### config.mk
export PLATFORM = sky130hd
export DESIGN_NAME = ppio_ctrl
export DESIGN_NICKNAME = d
export VERILOG_FILES = /design/src/rtl/ppio_pkg.sv /design/src/rtl/ppio_ctl_reg.sv /design/src/rtl/ppio_out_latch.sv /design/src/rtl/ppio_rd_mux.sv /design/src/rtl/ppio_ctrl.sv
export SDC_FILE = /design/constraint.sdc
export NUM_CORES = 1
export LEC_CHECK = 0
export ABC_AREA = 1
export CAP_MARGIN = 30
export CELL_PAD_IN_SITES_DETAIL_PLACEMENT = 2
export CELL_PAD_IN_SITES_GLOBAL_PLACEMENT = 2
export CORE_ASPECT_RATIO = 0.7
export CORE_MARGIN = 3
export CORE_UTILIZATION = 18
export CTS_CLUSTER_SIZE = 14
export DETAILED_ROUTE_END_ITERATION = 6
export PLACE_DENSITY_LB_ADDON = 0.08
export SLEW_MARGIN = 20
export SYNTH_ARGS = -nofsm -noshare
export SYNTH_HDL_FRONTEND = slang
export SYNTH_SLANG_ARGS = --single-unit
### constraint.sdc
create_clock -name clk -period 1.2 [get_ports clk]
set_clock_uncertainty 0.1 [all_clocks]
set_input_delay 0.12 -clock clk [delete_from_list [all_inputs] [get_ports clk]]
set_output_delay 0.12 -clock clk [all_outputs]
set_load 0.02 [all_outputs]
### src/rtl/ppio_pkg.sv
package ppio_pkg;

   // Direction of each port section; 1 means input
   typedef struct packed {
      logic a_in;
      logic cu_in;
      logic b_in;
      logic cl_in;
   } ppio_dir_t;

   localparam logic [1:0] SEL_PA  = 2'd0;
   localparam logic [1:0] SEL_PB  = 2'd1;
   localparam logic [1:0] SEL_PC  = 2'd2;
   localparam logic [1:0] SEL_CMD = 2'd3;

   // Command word field positions
   localparam int CW_KIND = 7;
   localparam int CW_A    = 4;
   localparam int CW_CU   = 3;
   localparam int CW_B    = 1;
   localparam int CW_CL   = 0;

   localparam ppio_dir_t DIR_ALL_IN = '{a_in: 1'b1, cu_in: 1'b1, b_in: 1'b1, cl_in: 1'b1};

endpackage

### src/rtl/ppio_ctl_reg.sv
module ppio_ctl_reg
   import ppio_pkg::*;
#(
   parameter int SEL_W = 3
) (
   input  logic             clk,
   input  logic             rst,
   input  logic             cmd_wr,
   input  logic             kind,
   input  logic [3:0]       dir_bits,
   input  logic [SEL_W-1:0] bit_sel,
   input  logic             bit_val,
   output ppio_dir_t        dir,
   output logic             clr_all,
   output logic             bit_op,
   output logic [SEL_W-1:0] bit_idx,
   output logic             bit_new
);

   ppio_dir_t dir_q;

   always_ff @(posedge clk) begin
      if (rst) begin
         dir_q <= DIR_ALL_IN;
      end else if (cmd_wr && kind) begin
         dir_q <= dir_bits;
      end
   end

   assign dir     = dir_q;
   assign clr_all = cmd_wr && kind;
   assign bit_op  = cmd_wr && !kind;
   assign bit_idx = bit_sel;
   assign bit_new = bit_val;

endmodule

### src/rtl/ppio_out_latch.sv
module ppio_out_latch #(
   parameter int W = 8
) (
   input  logic         clk,
   input  logic         rst,
   input  logic         clr,
   input  logic [W-1:0] mask,
   input  logic [W-1:0] wdata,
   output logic [W-1:0] q
);

   logic [W-1:0] q_r;

   always_ff @(posedge clk) begin
      if (rst || clr) begin
         q_r <= '0;
      end else begin
         q_r <= (q_r & ~mask) | (wdata & mask);
      end
   end

   assign q = q_r;

endmodule

### src/rtl/ppio_rd_mux.sv
module ppio_rd_mux
   import ppio_pkg::*;
#(
   parameter int DATA_W = 8
) (
   input  logic [1:0]        addr,
   input  ppio_dir_t         dir,
   input  logic [DATA_W-1:0] pa_pin,
   input  logic [DATA_W-1:0] pa_lat,
   input  logic [DATA_W-1:0] pb_pin,
   input  logic [DATA_W-1:0] pb_lat,
   input  logic [DATA_W-1:0] pc_pin,
   input  logic [DATA_W-1:0] pc_lat,
   output logic [DATA_W-1:0] rdata
);

   localparam int NIB_W = DATA_W / 2;

   logic [DATA_W-1:0] a_val, b_val, c_val;

   always_comb begin
      a_val = dir.a_in ? pa_pin : pa_lat;
      b_val = dir.b_in ? pb_pin : pb_lat;
      c_val[DATA_W-1:NIB_W] = dir.cu_in ? pc_pin[DATA_W-1:NIB_W] : pc_lat[DATA_W-1:NIB_W];
      c_val[NIB_W-1:0]      = dir.cl_in ? pc_pin[NIB_W-1:0]      : pc_lat[NIB_W-1:0];
      unique case (addr)
         SEL_PA:  rdata = a_val;
         SEL_PB:  rdata = b_val;
         SEL_PC:  rdata = c_val;
         default: rdata = '0;
      endcase
   end

endmodule

### src/rtl/ppio_ctrl.sv
module ppio_ctrl
   import ppio_pkg::*;
#(
   parameter int DATA_W   = 8,
   parameter bit READ_REG = 1'b0
) (
   input  logic              clk,
   input  logic              rst,
   input  logic              cs_n,
   input  logic              rd_n,
   input  logic              wr_n,
   input  logic [1:0]        addr,
   input  logic [DATA_W-1:0] din,
   output logic [DATA_W-1:0] dout,
   output logic              dout_en,
   input  logic [DATA_W-1:0] pa_in,
   output logic [DATA_W-1:0] pa_out,
   output logic [DATA_W-1:0] pa_oe,
   input  logic [DATA_W-1:0] pb_in,
   output logic [DATA_W-1:0] pb_out,
   output logic [DATA_W-1:0] pb_oe,
   input  logic [DATA_W-1:0] pc_in,
   output logic [DATA_W-1:0] pc_out,
   output logic [DATA_W-1:0] pc_oe
);

   localparam int NIB_W = DATA_W / 2;
   localparam int SEL_W = $clog2(DATA_W);

   if (DATA_W != 8) begin : g_bad_width
      $error("ppio_ctrl: command word layout needs DATA_W of 8");
   end

   logic              wr_act, rd_act;
   ppio_dir_t         dir;
   logic              clr_all, bit_op, bit_new;
   logic [SEL_W-1:0]  bit_idx;
   logic [DATA_W-1:0] a_mask, b_mask, c_mask, c_wdata, onehot;
   logic [DATA_W-1:0] rdata;

   assign wr_act = !cs_n && !wr_n;
   assign rd_act = !cs_n && !rd_n && wr_n;

   ppio_ctl_reg #(.SEL_W(SEL_W)) u_ctl (
      .clk      (clk),
      .rst      (rst),
      .cmd_wr   (wr_act && (addr == SEL_CMD)),
      .kind     (din[CW_KIND]),
      .dir_bits ({din[CW_A], din[CW_CU], din[CW_B], din[CW_CL]}),
      .bit_sel  (din[SEL_W:1]),
      .bit_val  (din[0]),
      .dir      (dir),
      .clr_all  (clr_all),
      .bit_op   (bit_op),
      .bit_idx  (bit_idx),
      .bit_new  (bit_new)
   );

   always_comb begin
      onehot = '0;
      onehot[bit_idx] = 1'b1;
   end

   assign a_mask  = {DATA_W{wr_act && (addr == SEL_PA)}};
   assign b_mask  = {DATA_W{wr_act && (addr == SEL_PB)}};
   assign c_mask  = {DATA_W{wr_act && (addr == SEL_PC)}} | (bit_op ? onehot : '0);
   assign c_wdata = bit_op ? {DATA_W{bit_new}} : din;

   ppio_out_latch #(.W(DATA_W)) u_lat_a (
      .clk(clk), .rst(rst), .clr(clr_all), .mask(a_mask), .wdata(din), .q(pa_out)
   );
   ppio_out_latch #(.W(DATA_W)) u_lat_b (
      .clk(clk), .rst(rst), .clr(clr_all), .mask(b_mask), .wdata(din), .q(pb_out)
   );
   ppio_out_latch #(.W(DATA_W)) u_lat_c (
      .clk(clk), .rst(rst), .clr(clr_all), .mask(c_mask), .wdata(c_wdata), .q(pc_out)
   );

   assign pa_oe = {DATA_W{!dir.a_in}};
   assign pb_oe = {DATA_W{!dir.b_in}};
   assign pc_oe = {{NIB_W{!dir.cu_in}}, {NIB_W{!dir.cl_in}}};

   ppio_rd_mux #(.DATA_W(DATA_W)) u_rd (
      .addr   (addr),
      .dir    (dir),
      .pa_pin (pa_in),
      .pa_lat (pa_out),
      .pb_pin (pb_in),
      .pb_lat (pb_out),
      .pc_pin (pc_in),
      .pc_lat (pc_out),
      .rdata  (rdata)
   );

   if (READ_REG) begin : g_rd_reg
      logic [DATA_W-1:0] dout_q;
      always_ff @(posedge clk) begin
         if (rst) dout_q <= '0;
         else     dout_q <= rd_act ? rdata : '0;
      end
      assign dout = dout_q;
   end else begin : g_rd_comb
      assign dout = rd_act ? rdata : '0;
   end

   assign dout_en = rd_act;

endmodule

==> results of run 1 <==
final cells by class:
| cell class | count | share of cell area [%] |
|---|---|---|
| flip-flops and latches | 28 | 15.1 |
| clock buffers | 3 | 1.94 |
| repair buffers | 169 | 39.7 |
| well taps | 148 | 4.78 |
| repair inverters | 4 | 1.00 |
| clock inverters | 1 | 0.775 |
| inverters | 39 | 4.97 |
| multi-input cells | 233 | 31.7 |
cell usage after synthesis:
| library cell | count |
|---|---|
| sky130_fd_sc_hd__nand2_2 | 4 |
| sky130_fd_sc_hd__nor2_4 | 1 |
| sky130_fd_sc_hd__nor2_2 | 5 |
| sky130_fd_sc_hd__inv_4 | 1 |
| sky130_fd_sc_hd__o21ai_0 | 21 |
| sky130_fd_sc_hd__nand2_8 | 1 |
| sky130_fd_sc_hd__clkinv_2 | 1 |
| sky130_fd_sc_hd__inv_2 | 2 |
| sky130_fd_sc_hd__nand2_1 | 73 |
| sky130_fd_sc_hd__clkinv_1 | 4 |
| sky130_fd_sc_hd__buf_2 | 6 |
| sky130_fd_sc_hd__nor3_1 | 1 |
| sky130_fd_sc_hd__nor2_1 | 63 |
| sky130_fd_sc_hd__dfxtp_1 | 28 |
| sky130_fd_sc_hd__nand3_2 | 3 |
| sky130_fd_sc_hd__nand2_4 | 1 |
| sky130_fd_sc_hd__buf_12 | 1 |
| sky130_fd_sc_hd__inv_1 | 31 |
| sky130_fd_sc_hd__nor2_8 | 1 |
| sky130_fd_sc_hd__buf_4 | 22 |
| sky130_fd_sc_hd__a21oi_1 | 22 |
| sky130_fd_sc_hd__o211ai_1 | 8 |
| sky130_fd_sc_hd__nor4_4 | 1 |
| sky130_fd_sc_hd__nand3_1 | 28 |
power breakdown:
group	switching (mW)	leakage (nW)	internal, mW
clock	0.378	0.0511	0.666
combinational	0.404	1.62	0.379
sequential	0.0202	0.230	0.947
total	0.802	1.90	1.99
cell families (layout without fill, tap and decap cells):
group                  Yosys count  after routing  share of synthesized area (%)
buffers and inverters           68            216                           18.0
AO/OA/AOI/OAI                   51             51                           13.6
AND/OR/NAND/NOR                182            182                           40.7
flip-flops                      28             28                           27.7
metal layers:
layer | share of wire (%) | global-route usage, % | routed length (µm) | up-vias
met5 | 0 | 0 | 0 | -
met1 | 52 | 23.7 | 5370 | 1275
met2 | 42 | 24.7 | 4380 | 69
met4 | 0.36 | 1.82 | 37 | 0
li1 | - | - | - | 1321
met3 | 5.4 | 4.05 | 558 | 2
worst min path at each step:
stage | slack, ns | cells past startpoint | from | to
floorplan | 0.12 | 2 | rst | u_ctl.dir[0]
global placement | 0.46 | 2 | u_ctl.dir[0] | u_ctl.dir[0]
global route | 0.35 | 4 | din[3] | register
detailed placement | 0.47 | 2 | u_ctl.dir[0] | u_ctl.dir[0]
CTS | 0.32 | 4 | din[3] | u_ctl.dir[2]
finish | 0.32 | 4 | din[3] | u_ctl.dir[2]
critical path, delay by kind of cell (launching register included):
kind	cells	cell delay, ns
buffers and inverters	4	0.39
flip-flops	1	0.38
AND/OR/NAND/NOR	4	0.27
AO/OA/AOI/OAI	1	0.07
placed cells by master (no fill, tap or decap), drive strengths merged:
cell | Yosys | routed
nor2 | 70 | 70
nand3 | 31 | 31
o211ai | 8 | 8
nor3 | 1 | 1
dfxtp | 28 | 28
clkinv | 5 | 7
buf | 29 | 133
bufinv | 0 | 1
o21ai | 21 | 21
inv | 34 | 36
clkdlybuf4s50 | 0 | 29
clkbuf | 0 | 4
dlygate4sd2 | 0 | 5
nand2 | 79 | 79
clkdlybuf4s15 | 0 | 1
nor4 | 1 | 1
a21oi | 22 | 22
repair_timing:
action / 4_1_cts / 5_1_grt
pin swaps: 8 / 21
endpoints found under the hold margin: 0 / 0
resized for setup: 338 / 72
buffers inserted: 3 / 3
gates cloned: 3 / 2
endpoints found under the setup margin: 85 / 67
metrics by stage:
step	TNS [ns]	worst slack [ns]
floorplan	-0.00494	-0.00494
global placement	-31.72	-0.981
finish	-5.36	-0.404
global route	-6.88	-0.487
detailed placement	-33.91	-1.02
CTS	-5.85	-0.418
==> impl_metrics.prom, run 1 <==
# TYPE chip_impl_metric gauge
chip_impl_info{name="result_of_the_run",value="finished with violations"} 1
chip_impl_info{name="violations",value="negative setup slack"} 1
chip_impl_info{name="timing.critical_path.from",value="u_ctl.dir[3]"} 1
chip_impl_metric{name="global_route_wire_length_before_repair",unit="µm"} 16000
chip_impl_metric{name="diodes",unit=""} 0
chip_impl_metric{name="worst_r2r_path_depth",unit=""} 4
chip_impl_metric{name="fillerInstances",unit=""} 1257
chip_impl_metric{name="ir_worst_vdd",unit="µV"} 501
chip_impl_metric{name="vias_in_the_first_global_route",unit=""} 2842
chip_impl_metric{name="dp_cells",unit=""} 613
chip_impl_metric{name="io_buffer_count",unit=""} 95
chip_impl_metric{name="post_syn_area_per_cell",unit="µm²"} 6.16
chip_impl_metric{name="power_density",unit="mW/mm²"} 721
chip_impl_metric{name="yosysWarnings",unit=""} 0
chip_impl_info{name="cts_root_buffer",value="sky130_fd_sc_hd__clkbuf_16"} 1
chip_impl_info{name="critical_path.endpoint",value="dout[6]"} 1
chip_impl_metric{name="power.static_leakage",unit="nW"} 1.90
chip_impl_metric{name="finalWorstPathRequiredPeriod",unit="ns"} 1.60
chip_impl_metric{name="detail-route-antenna-nets",unit=""} 0
chip_impl_metric{name="multi_input_comb_area",unit="mm²"} 0.00123
chip_impl_metric{name="antenna_found_initial",unit=""} 0
chip_impl_metric{name="pin_count",unit=""} 96
chip_impl_metric{name="initial_core_util",unit="%"} 19.0
chip_impl_metric{name="setup_ws_post_layout",unit="ns"} -0.404
chip_impl_metric{name="yosysTopAreaCellShare",unit="%"} 27.7
chip_impl_info{name="worstSetupPathType",value="reg -> out"} 1
chip_impl_metric{name="worst_hold_slack",unit="ns"} 0.316
chip_impl_metric{name="synthesized_cell_area",unit="mm²"} 0.00203
chip_impl_info{name="r2r-start",value="u_ctl.dir[1]"} 1
chip_impl_metric{name="route.final.wire_length",unit="µm"} 10300
chip_impl_metric{name="design.die.area",unit="mm²"} 0.0126
chip_impl_metric{name="design.final.nets",unit=""} 517
chip_impl_metric{name="rows",unit=""} 31
chip_impl_info{name="critical-path-slowest-cell",value="sky130_fd_sc_hd__dfxtp_4"} 1
chip_impl_metric{name="die_height",unit="µm"} 94.8
chip_impl_metric{name="max_freq",unit="MHz"} 623
chip_impl_metric{name="maximum_number_of_pins_on_one_net_before_global_route_repair",unit=""} 17
chip_impl_metric{name="reg2reg_setup_slack",unit="ns"} 0.16
chip_impl_metric{name="worst_slew_margin_rel",unit="%"} 79.5
chip_impl_info{name="setup.worst_path.start_class",value="register"} 1
chip_impl_metric{name="routed_wire_length_per_instance",unit="µm"} 16.6
chip_impl_metric{name="routability_congestion_estimate_from_global_placement",unit=""} 0.791
chip_impl_metric{name="clock_sinks",unit=""} 28
chip_impl_metric{name="yosys_register_bits",unit=""} 28
chip_impl_metric{name="period_share",unit="%"} 134
chip_impl_metric{name="placed_cell_area",unit="mm²"} 0.00355
chip_impl_metric{name="design.core.area",unit="mm²"} 0.0107
chip_impl_metric{name="worstMarginPinSlew",unit="ns"} 0.306
chip_impl_metric{name="timing.critical_path.arrival",unit="ns"} 1.38
chip_impl_metric{name="drc",unit=""} 0
chip_impl_metric{name="fin_area",unit="mm²"} 0.00387
chip_impl_metric{name="post_layout_nonfiller_instances",unit=""} 625
chip_impl_metric{name="crit_path_max_fanout",unit=""} 6
chip_impl_metric{name="number_of_nets_produced_by_synthesis",unit=""} 368
chip_impl_metric{name="grt_use_total",unit="%"} 16.2
chip_impl_metric{name="detailroute.via_count",unit=""} 2667
chip_impl_metric{name="sequential_cell_area",unit="µm²"} 584
chip_impl_info{name="top_post_synthesis_cells_by_area",value="sky130_fd_sc_hd__dfxtp_1, sky130_fd_sc_hd__nand2_1, sky130_fd_sc_hd__nor2_1"} 1
chip_impl_metric{name="die_width",unit="µm"} 133
chip_impl_info{name="synthDominantAreaCellType",value="sky130_fd_sc_hd__dfxtp_1"} 1
chip_impl_metric{name="clk_latency",unit="ns"} 0.27
chip_impl_metric{name="first_iter_violations",unit=""} 86
chip_impl_info{name="tritoncts_clock_tree",value="done"} 1
chip_impl_info{name="grt_setup_unrepaired",value="yes"} 1
chip_impl_metric{name="maximum_level_of_the_cts_h_tree",unit=""} 1
chip_impl_metric{name="cts-hold-fix-buffers",unit=""} 0
chip_impl_metric{name="globalRouteOverflowTotal",unit=""} 0
chip_impl_metric{name="cts-buffers-inserted",unit=""} 3
chip_impl_metric{name="viasPerCell",unit=""} 4.27
chip_impl_metric{name="seq_area_frac_synth",unit="%"} 27.7
chip_impl_metric{name="dp_hpwl",unit="µm"} 8170
chip_impl_metric{name="setup_viol",unit=""} 24
chip_impl_metric{name="drive_gt1_share",unit="%"} 43.6
chip_impl_metric{name="area_growth_syn_to_layout",unit="%"} 91.2
chip_impl_metric{name="crit_required",unit="ns"} 0.98
chip_impl_metric{name="slew_violations",unit=""} 0
chip_impl_metric{name="report.power.total",unit="mW"} 2.79
chip_impl_metric{name="final_core_utilization",unit="%"} 36.3
chip_impl_metric{name="maxCapViolCount",unit=""} 0
chip_impl_info{name="setup.worst_path.end_class",value="primary output"} 1
chip_impl_metric{name="post_synth_inst_count",unit=""} 329
chip_impl_info{name="critical_path.cell_chain",value="buf_12, clkinv_8, nor2_4, nor2_2, o21ai_1, nand3_1, nand2_1, inv_1, buf_6"} 1
chip_impl_info{name="holdCritPathClass",value="in -> reg"} 1
chip_impl_metric{name="hold_violations",unit=""} 0
chip_impl_metric{name="synth.lib_cells_used.distinct",unit=""} 24
chip_impl_metric{name="max-clock-path-buffers",unit=""} 2
chip_impl_metric{name="clkTransAtPathRegs",unit="ns"} 0.08
chip_impl_info{name="r2r-end",value="u_ctl.dir[1]"} 1
chip_impl_metric{name="drt_first_pass_iters",unit=""} 4
chip_impl_metric{name="critical-path-max-stage-delay",unit="ns"} 0.38
No activity file was read; power rests on OpenSTA's default activity.
==> inputs of run 2 (changes only) <==
--- a/config.mk
+++ b/config.mk
@@ -12,7 +12,7 @@
 export CORE_ASPECT_RATIO = 0.7
 export CORE_MARGIN = 3
 export CORE_UTILIZATION = 18
-export CTS_CLUSTER_SIZE = 14
+export CTS_CLUSTER_SIZE = 12
 export DETAILED_ROUTE_END_ITERATION = 6
 export PLACE_DENSITY_LB_ADDON = 0.08
 export SLEW_MARGIN = 20
==> results of run 2 <==
The final DEF is identical to that of run 1; final timing and power are the same.
